$ cat config.mk
export PLATFORM = sky130hd
export DESIGN_NAME = cfg_i2c_wslave
export DESIGN_NICKNAME = d
export VERILOG_FILES = /design/src/rtl/cfg_i2c_pkg.sv /design/src/rtl/cfg_i2c_line_sync.sv /design/src/rtl/cfg_i2c_byte_engine.sv /design/src/rtl/cfg_i2c_regfile.sv /design/src/rtl/cfg_i2c_wslave.sv
export SDC_FILE = /design/constraint.sdc
export NUM_CORES = 1
export LEC_CHECK = 0
export BUFFER_PORTS_ARGS = -buffer_cell sky130_fd_sc_hd__buf_4
export CORE_ASPECT_RATIO = 0.8
export CORE_UTILIZATION = 58
export DETAILED_ROUTE_END_ITERATION = 16
export PLACE_DENSITY = 0.84
export SYNTH_ARGS = -nofsm -noshare
export SYNTH_HDL_FRONTEND = slang
export SYNTH_SLANG_ARGS = --single-unit
$ cat constraint.sdc
create_clock -name clk -period 3.4 [get_ports clk]
set_input_delay 0 -clock clk [delete_from_list [all_inputs] [get_ports clk]]
set_output_delay 0 -clock clk [all_outputs]
set_load 0.005 [all_outputs]
$ cat src/rtl/cfg_i2c_pkg.sv
package cfg_i2c_pkg;

    localparam int BYTE_W      = 8;
    localparam int N_REGS      = 8;
    localparam int HDR_BYTES   = 3;
    localparam int TOTAL_BYTES = HDR_BYTES + N_REGS;
    localparam int IDX_W       = $clog2(TOTAL_BYTES + 1);
    localparam int REG_IDX_W   = $clog2(N_REGS);
    localparam int BITCNT_W    = $clog2(BYTE_W + 1);
    localparam int CFG_W       = N_REGS * BYTE_W;

    localparam logic [BYTE_W-1:0] DEF_SLAVE_ADDR = 8'hD2;
    localparam logic [IDX_W-1:0]  HDR_IDX        = HDR_BYTES[IDX_W-1:0];
    localparam logic [IDX_W-1:0]  END_IDX        = TOTAL_BYTES[IDX_W-1:0];
    localparam logic [BITCNT_W-1:0] FULL_BITS    = BYTE_W[BITCNT_W-1:0];

    typedef enum logic [1:0] {
        ST_IDLE,
        ST_SHIFT,
        ST_ACK,
        ST_SKIP
    } rx_state_e;

    typedef struct packed {
        logic sda;
        logic scl_rise;
        logic scl_fall;
        logic start;
        logic stop;
    } line_ev_t;

    typedef struct packed {
        logic                 valid;
        logic [REG_IDX_W-1:0] idx;
        logic [BYTE_W-1:0]    data;
    } wr_req_t;

    function automatic logic [BYTE_W-1:0] rsvd_mask(input int unsigned reg_i);
        case (reg_i)
            0:       return 8'hC0;
            7:       return 8'hF0;
            default: return 8'h00;
        endcase
    endfunction

    function automatic logic [BYTE_W-1:0] reset_value(input int unsigned reg_i);
        if (reg_i == 0)
            return 8'h00;
        return 8'hFF & ~rsvd_mask(reg_i);
    endfunction

    function automatic logic [CFG_W-1:0] rsvd_flat();
        logic [CFG_W-1:0] m;
        m = '0;
        for (int i = 0; i < N_REGS; i++)
            m[i*BYTE_W +: BYTE_W] = rsvd_mask(i);
        return m;
    endfunction

endpackage

$ cat src/rtl/cfg_i2c_line_sync.sv
module cfg_i2c_line_sync
    import cfg_i2c_pkg::*;
#(
    parameter int STAGES = 2
) (
    input  logic     clk,
    input  logic     rst,
    input  logic     scl_i,
    input  logic     sda_i,
    output line_ev_t ev
);

    logic [STAGES-1:0] scl_pipe;
    logic [STAGES-1:0] sda_pipe;
    logic              scl_q;
    logic              sda_q;
    logic              scl_s;
    logic              sda_s;

    generate
        if (STAGES > 1) begin : g_chain
            always_ff @(posedge clk) begin
                if (rst) begin
                    scl_pipe <= '1;
                    sda_pipe <= '1;
                end else begin
                    scl_pipe <= {scl_pipe[STAGES-2:0], scl_i};
                    sda_pipe <= {sda_pipe[STAGES-2:0], sda_i};
                end
            end
        end else begin : g_single
            always_ff @(posedge clk) begin
                if (rst) begin
                    scl_pipe <= '1;
                    sda_pipe <= '1;
                end else begin
                    scl_pipe <= scl_i;
                    sda_pipe <= sda_i;
                end
            end
        end
    endgenerate

    assign scl_s = scl_pipe[STAGES-1];
    assign sda_s = sda_pipe[STAGES-1];

    always_ff @(posedge clk) begin
        if (rst) begin
            scl_q <= 1'b1;
            sda_q <= 1'b1;
        end else begin
            scl_q <= scl_s;
            sda_q <= sda_s;
        end
    end

    always_comb begin
        ev.sda      = sda_s;
        ev.scl_rise = scl_s & ~scl_q;
        ev.scl_fall = ~scl_s & scl_q;
        ev.start    = scl_s & scl_q & sda_q & ~sda_s;
        ev.stop     = scl_s & scl_q & ~sda_q & sda_s;
    end

endmodule

$ cat src/rtl/cfg_i2c_byte_engine.sv
module cfg_i2c_byte_engine
    import cfg_i2c_pkg::*;
#(
    parameter logic [BYTE_W-1:0] SLAVE_ADDR = DEF_SLAVE_ADDR
) (
    input  logic     clk,
    input  logic     rst,
    input  line_ev_t ev,
    output logic     sda_oe_o,
    output logic     addr_ok_o,
    output wr_req_t  wr_o
);

    rx_state_e           state;
    logic [BITCNT_W-1:0] bit_cnt;
    logic [BYTE_W-1:0]   shreg;
    logic [IDX_W-1:0]    byte_idx;
    logic                addr_ok;
    logic                addr_match;
    logic                give_ack;
    logic [IDX_W-1:0]    rel_idx;

    assign addr_match = (shreg == SLAVE_ADDR);
    assign give_ack   = (byte_idx == '0) ? addr_match : addr_ok;
    assign rel_idx    = byte_idx - HDR_IDX;

    always_ff @(posedge clk) begin
        if (rst) begin
            state    <= ST_IDLE;
            bit_cnt  <= '0;
            shreg    <= '0;
            byte_idx <= '0;
            addr_ok  <= 1'b0;
            sda_oe_o <= 1'b0;
        end else if (ev.start) begin
            state    <= ST_SHIFT;
            bit_cnt  <= '0;
            byte_idx <= '0;
            addr_ok  <= 1'b0;
            sda_oe_o <= 1'b0;
        end else if (ev.stop) begin
            state    <= ST_IDLE;
            addr_ok  <= 1'b0;
            sda_oe_o <= 1'b0;
        end else begin
            unique case (state)
                ST_SHIFT: begin
                    if (ev.scl_rise && bit_cnt != FULL_BITS) begin
                        shreg   <= {shreg[BYTE_W-2:0], ev.sda};
                        bit_cnt <= bit_cnt + 1'b1;
                    end
                    if (ev.scl_fall && bit_cnt == FULL_BITS) begin
                        if (give_ack) begin
                            state    <= ST_ACK;
                            sda_oe_o <= 1'b1;
                        end else begin
                            state    <= ST_SKIP;
                        end
                    end
                end
                ST_ACK: begin
                    if (ev.scl_rise && byte_idx == '0)
                        addr_ok <= 1'b1;
                    if (ev.scl_fall) begin
                        sda_oe_o <= 1'b0;
                        bit_cnt  <= '0;
                        state    <= ST_SHIFT;
                        if (byte_idx != END_IDX)
                            byte_idx <= byte_idx + 1'b1;
                    end
                end
                default: ;
            endcase
        end
    end

    assign addr_ok_o = addr_ok;

    always_comb begin
        wr_o.valid = (state == ST_ACK) && ev.scl_rise && addr_ok && !ev.start && !ev.stop
                     && (byte_idx >= HDR_IDX) && (byte_idx < END_IDX);
        wr_o.idx   = rel_idx[REG_IDX_W-1:0];
        wr_o.data  = shreg;
    end

endmodule

$ cat src/rtl/cfg_i2c_regfile.sv
module cfg_i2c_regfile
    import cfg_i2c_pkg::*;
(
    input  logic             clk,
    input  logic             rst,
    input  wr_req_t          wr,
    output logic [CFG_W-1:0] cfg_o
);

    generate
        for (genvar g = 0; g < N_REGS; g++) begin : g_reg
            localparam logic [BYTE_W-1:0] KEEP = ~rsvd_mask(g);
            logic [BYTE_W-1:0] val;
            always_ff @(posedge clk) begin
                if (rst)
                    val <= reset_value(g);
                else if (wr.valid && wr.idx == REG_IDX_W'(g))
                    val <= wr.data & KEEP;
            end
            assign cfg_o[g*BYTE_W +: BYTE_W] = val;
        end
    endgenerate

endmodule

$ cat src/rtl/cfg_i2c_wslave.sv
module cfg_i2c_wslave
    import cfg_i2c_pkg::*;
#(
    parameter int                SYNC_STAGES = 2,
    parameter logic [BYTE_W-1:0] SLAVE_ADDR  = DEF_SLAVE_ADDR
) (
    input  logic             clk,
    input  logic             rst,
    input  logic             scl_i,
    input  logic             sda_i,
    output logic             sda_oe_o,
    output logic [CFG_W-1:0] cfg_o,
    output logic [1:0]       ss_mode_o
);

    line_ev_t line_ev;
    wr_req_t  wr_req;
    logic     addr_ok;

    cfg_i2c_line_sync #(.STAGES(SYNC_STAGES)) u_sync (
        .clk   (clk),
        .rst   (rst),
        .scl_i (scl_i),
        .sda_i (sda_i),
        .ev    (line_ev)
    );

    cfg_i2c_byte_engine #(.SLAVE_ADDR(SLAVE_ADDR)) u_engine (
        .clk       (clk),
        .rst       (rst),
        .ev        (line_ev),
        .sda_oe_o  (sda_oe_o),
        .addr_ok_o (addr_ok),
        .wr_o      (wr_req)
    );

    cfg_i2c_regfile u_regs (
        .clk   (clk),
        .rst   (rst),
        .wr    (wr_req),
        .cfg_o (cfg_o)
    );

    assign ss_mode_o = cfg_o[1:0];

endmodule

==> results.py <==
metrics = {
    "placement": {
        "place_area_sq_mm": 0.003914,
        "numPortBuffers": 64,
        "gp_congestion": 0.8242,
        "dp_hpwl_um": 4812,
        "dp_slack_ps": 1261,
        "place_inst": 482,
    },
    "worst_setup_path": {
        "reg2reg_depth": 5,
        "cp_max_fo": 16,
        "critPathSlowestCell": "nand3_1",
        "crit_path_max_incr_delay_ps": 470,
        "path_cells": "inv_1 > ha_1 > and4b_1 > nand3_1 > a211o_1",
        "r2r_slack_ps": 1220,
        "critical_path.top_delay_family": "simple AND/OR/NAND/NOR gates",
        "arrival_ps": 2420,
        "r2r_start": "u_engine.state[0]$_SDFFE_PP0P_",
        "start_kind": "register",
        "setup.worst_path.class": "reg2reg",
        "critPathRequiredTime_ps": 3640,
        "regToRegEndpoint": "u_regs.g_reg[5].val[1]$_SDFFE_PP1P_",
        "critical_path_buf_inv_count": 1,
        "end_kind": "register",
    },
    "timing": {
        "finalCritPeriodShare_pct": 64.25,
        "relSlewSlack_pct": 43.04,
        "whs_ps": 175.4,
        "tightest_slew_ps": 852.6,
        "timing.fmax_mhz": 457.8,
        "tns_ps": 0,
        "finalSetupViolCount": 0,
        "rsz0062_at_grt": "no",
        "setup_slack_ps": 1216,
        "skew_ps": 6.791,
        "slew_viol_final": 0,
        "fin_crit_ps": 2184,
        "final-hold-violation-count": 0,
    },
    "job": {
        "maxCapViolCount": 0,
    },
    "final_layout": {
        "fin_area_sq_mm": 0.004155,
        "mostFrequentLayoutCells": "dfxtp_1, buf_4, nor2_1",
        "nets": 430,
        "fillers": 411,
        "fin_util_pct": 74.40,
        "regArea_sq_mm": 0.001682,
        "final_common_cell": "dfxtp_1",
        "drive_gt1_share_pct": 22.75,
        "multiInputGateArea_sq_mm": 0.001583,
        "synthToLayoutAreaGrowth_pct": 20.15,
        "diodes": 0,
        "finalNonFillerCells": 500,
    },
    "synth": {
        "ys_seq_area_share_pct": 48.63,
        "synth_ff_type": "dfxtp_1",
        "syn_inst": 360,
        "async_flop_share_pct": 0,
        "syn_area_sq_mm": 0.003458,
        "syn_avg_cell_area_sq_um": 9.606,
        "ys_warn_count": 0,
        "synth_cell_types": 38,
        "ys_ff_latch": 84,
        "synth_edf_count": 0,
    },
    "cts": {
        "h-tree-depth": 3,
        "cts_tree": "done",
        "cts_made_buffers": 9,
        "clock-root-buffer": "clkbuf_8",
        "cts_resized": 0,
        "cts_sinks": 84,
        "cts_buffer_depth": 2,
        "clk_latency_ps": 350,
        "cts_setup_buffers": 0,
        "clk_pin_slew_worst_paths_ps": 90,
    },
    "min_path": {
        "hold_end": "u_regs.g_reg[0].val[0]$_SDFFE_PP0P_",
        "hold_path.class": "in2reg",
        "hold_depth": 2,
        "min_from": "rst",
    },
    "grt": {
        "grt_pass1_vias": 2455,
        "grt_usage_pct": 25.06,
        "antenna_found_initial": 0,
        "grtUsageMet2_pct": 38.72,
        "grt_start_max_net_pins": 76,
        "gr-max-usage-layer": "met2",
        "grt-ovfl-total": 0,
        "grt_util_met1_pct": 33.68,
        "use_met3_pct": 7.118,
        "grt_pass1_wl_um": 11940,
    },
    "floorplanning": {
        "coreArea_sq_mm": 0.005585,
        "start_util_pct": 61.92,
        "ios": 71,
        "rows": 24,
        "die_y_um": 71.07,
        "design.die.area_sq_mm": 0.006277,
        "die_x_um": 88.33,
    },
    "detailed_routing": {
        "drt-initial-drc-count": 279,
        "drc": 0,
        "wl_per_cell_um": 15.01,
        "vias": 2739,
        "finalWirelength_um": 7507,
        "dr.pass1.iters": 4,
        "drtAntennaViolNets": 0,
        "routed_via_density": 5.478,
    },
    "power_and_ir_drop": {
        "power_density_mw_per_mm2": 475.5,
        "peakVddDrop_mv": 0.3729,
        "total_power_mw": 1.976,
        "leakage_nw": 1.514,
    },
    "status": {
        "outcome": "complete, no violations",
    },
}
==> cells by family (layout without fill, tap and decap cells) <==
family,Yosys count,count (layout),synth area share (%)
other,1,6,0.1084
and+or+nand+nor,132,132,19.72
xor gates and xnor gates,5,5,1.267
DFF,84,84,48.63
buffers and inverters,44,101,6.150
muxes,10,10,2.894
AOI/OAI and AO/OA,75,75,17.98
adders and majority gates,9,9,3.256
==> cell type report <==
class                           instances  area share (%)
Sequential cell                        84           40.47
Multi-Input combinational cell        237           38.09
Timing Repair Buffer                   66           12.04
Clock buffer                            9           2.981
Clock inverter                          7           2.349
Tap cell                               78           2.349
Inverter                               19           1.716
==> power by group <==
group,leakage [nW],switching [mW],internal [mW],total (mW)
logic,0.728,0.101,0.0731,0.174
registers,0.681,0.0170,1.00,1.02
clock network,0.106,0.363,0.417,0.780
==> cell usage after synthesis (all sizes together), types with 3 or more instances <==
master	number	area share [%]
nor3	3	0.43
nor2b	25	4.5
nor2	61	7.3
a21oi	9	1.3
dfxtp	84	49
buf	16	3.1
a211o	53	13
nand3	13	1.9
xor2	3	0.76
and4b	3	0.87
inv	19	2.1
clkbuf	9	0.98
mux2i	10	2.9
nand2b	4	0.72
or2	8	1.4
ha	9	3.3
nand2	7	0.76
==> layer usage <==
| metal | part of all wire, % | vias to the layer above |
|---|---|---|
| met5 | 0 | - |
| met4 | 1.6 | 0 |
| met3 | 5.6 | 12 |
| met2 | 46 | 91 |
| met1 | 46 | 1286 |
| li1 | - | 1350 |
==> registers in the layout (all words and copies together) (netlist names) <==
register	cells
u_engine.shreg	8
u_sync.scl_q	1
u_regs.g.val	58
u_sync.sda_pipe	2
u_sync.sda_q	1
u_sync.scl_pipe	2
u_engine.state	2
u_engine.sda_oe_o	1
u_engine.byte_idx	4
u_engine.addr_ok_o	1
u_engine.bit_cnt	4
==> worst max-delay path by stage <==
stage | cells past startpoint | slack (ps) | startpoint | endpoint
2_1_floorplan | 9 | 1570 | u_engine.state[0]$_SDFFE_PP0P_ | u_regs.g_reg[4].val[5]$_SDFFE_PP1P_
3_3_place_gp | 5 | 1340 | u_engine.state[0]$_SDFFE_PP0P_ | u_regs.g_reg[4].val[1]$_SDFFE_PP1P_
3_5_place_dp | 5 | 1260 | u_engine.state[0]$_SDFFE_PP0P_ | u_regs.g_reg[5].val[4]$_SDFFE_PP1P_
4_1_cts | 5 | 1230 | u_engine.state[0]$_SDFFE_PP0P_ | u_regs.g_reg[5].val[1]$_SDFFE_PP1P_
5_1_grt | 5 | 1010 | u_engine.byte_idx[0]$_SDFFE_PP0P_ | u_regs.g_reg[5].val[7]$_SDFFE_PP1P_
6_report | 5 | 1220 | u_engine.state[0]$_SDFFE_PP0P_ | u_regs.g_reg[5].val[1]$_SDFFE_PP1P_
==> repair_timing <==
action | CTS | global route
hold buffers | 2 | 0
endpoints found under the hold margin | 2 | 0
endpoints found under the setup margin | 0 | 0
No activity file was read; power rests on OpenSTA's default activity.
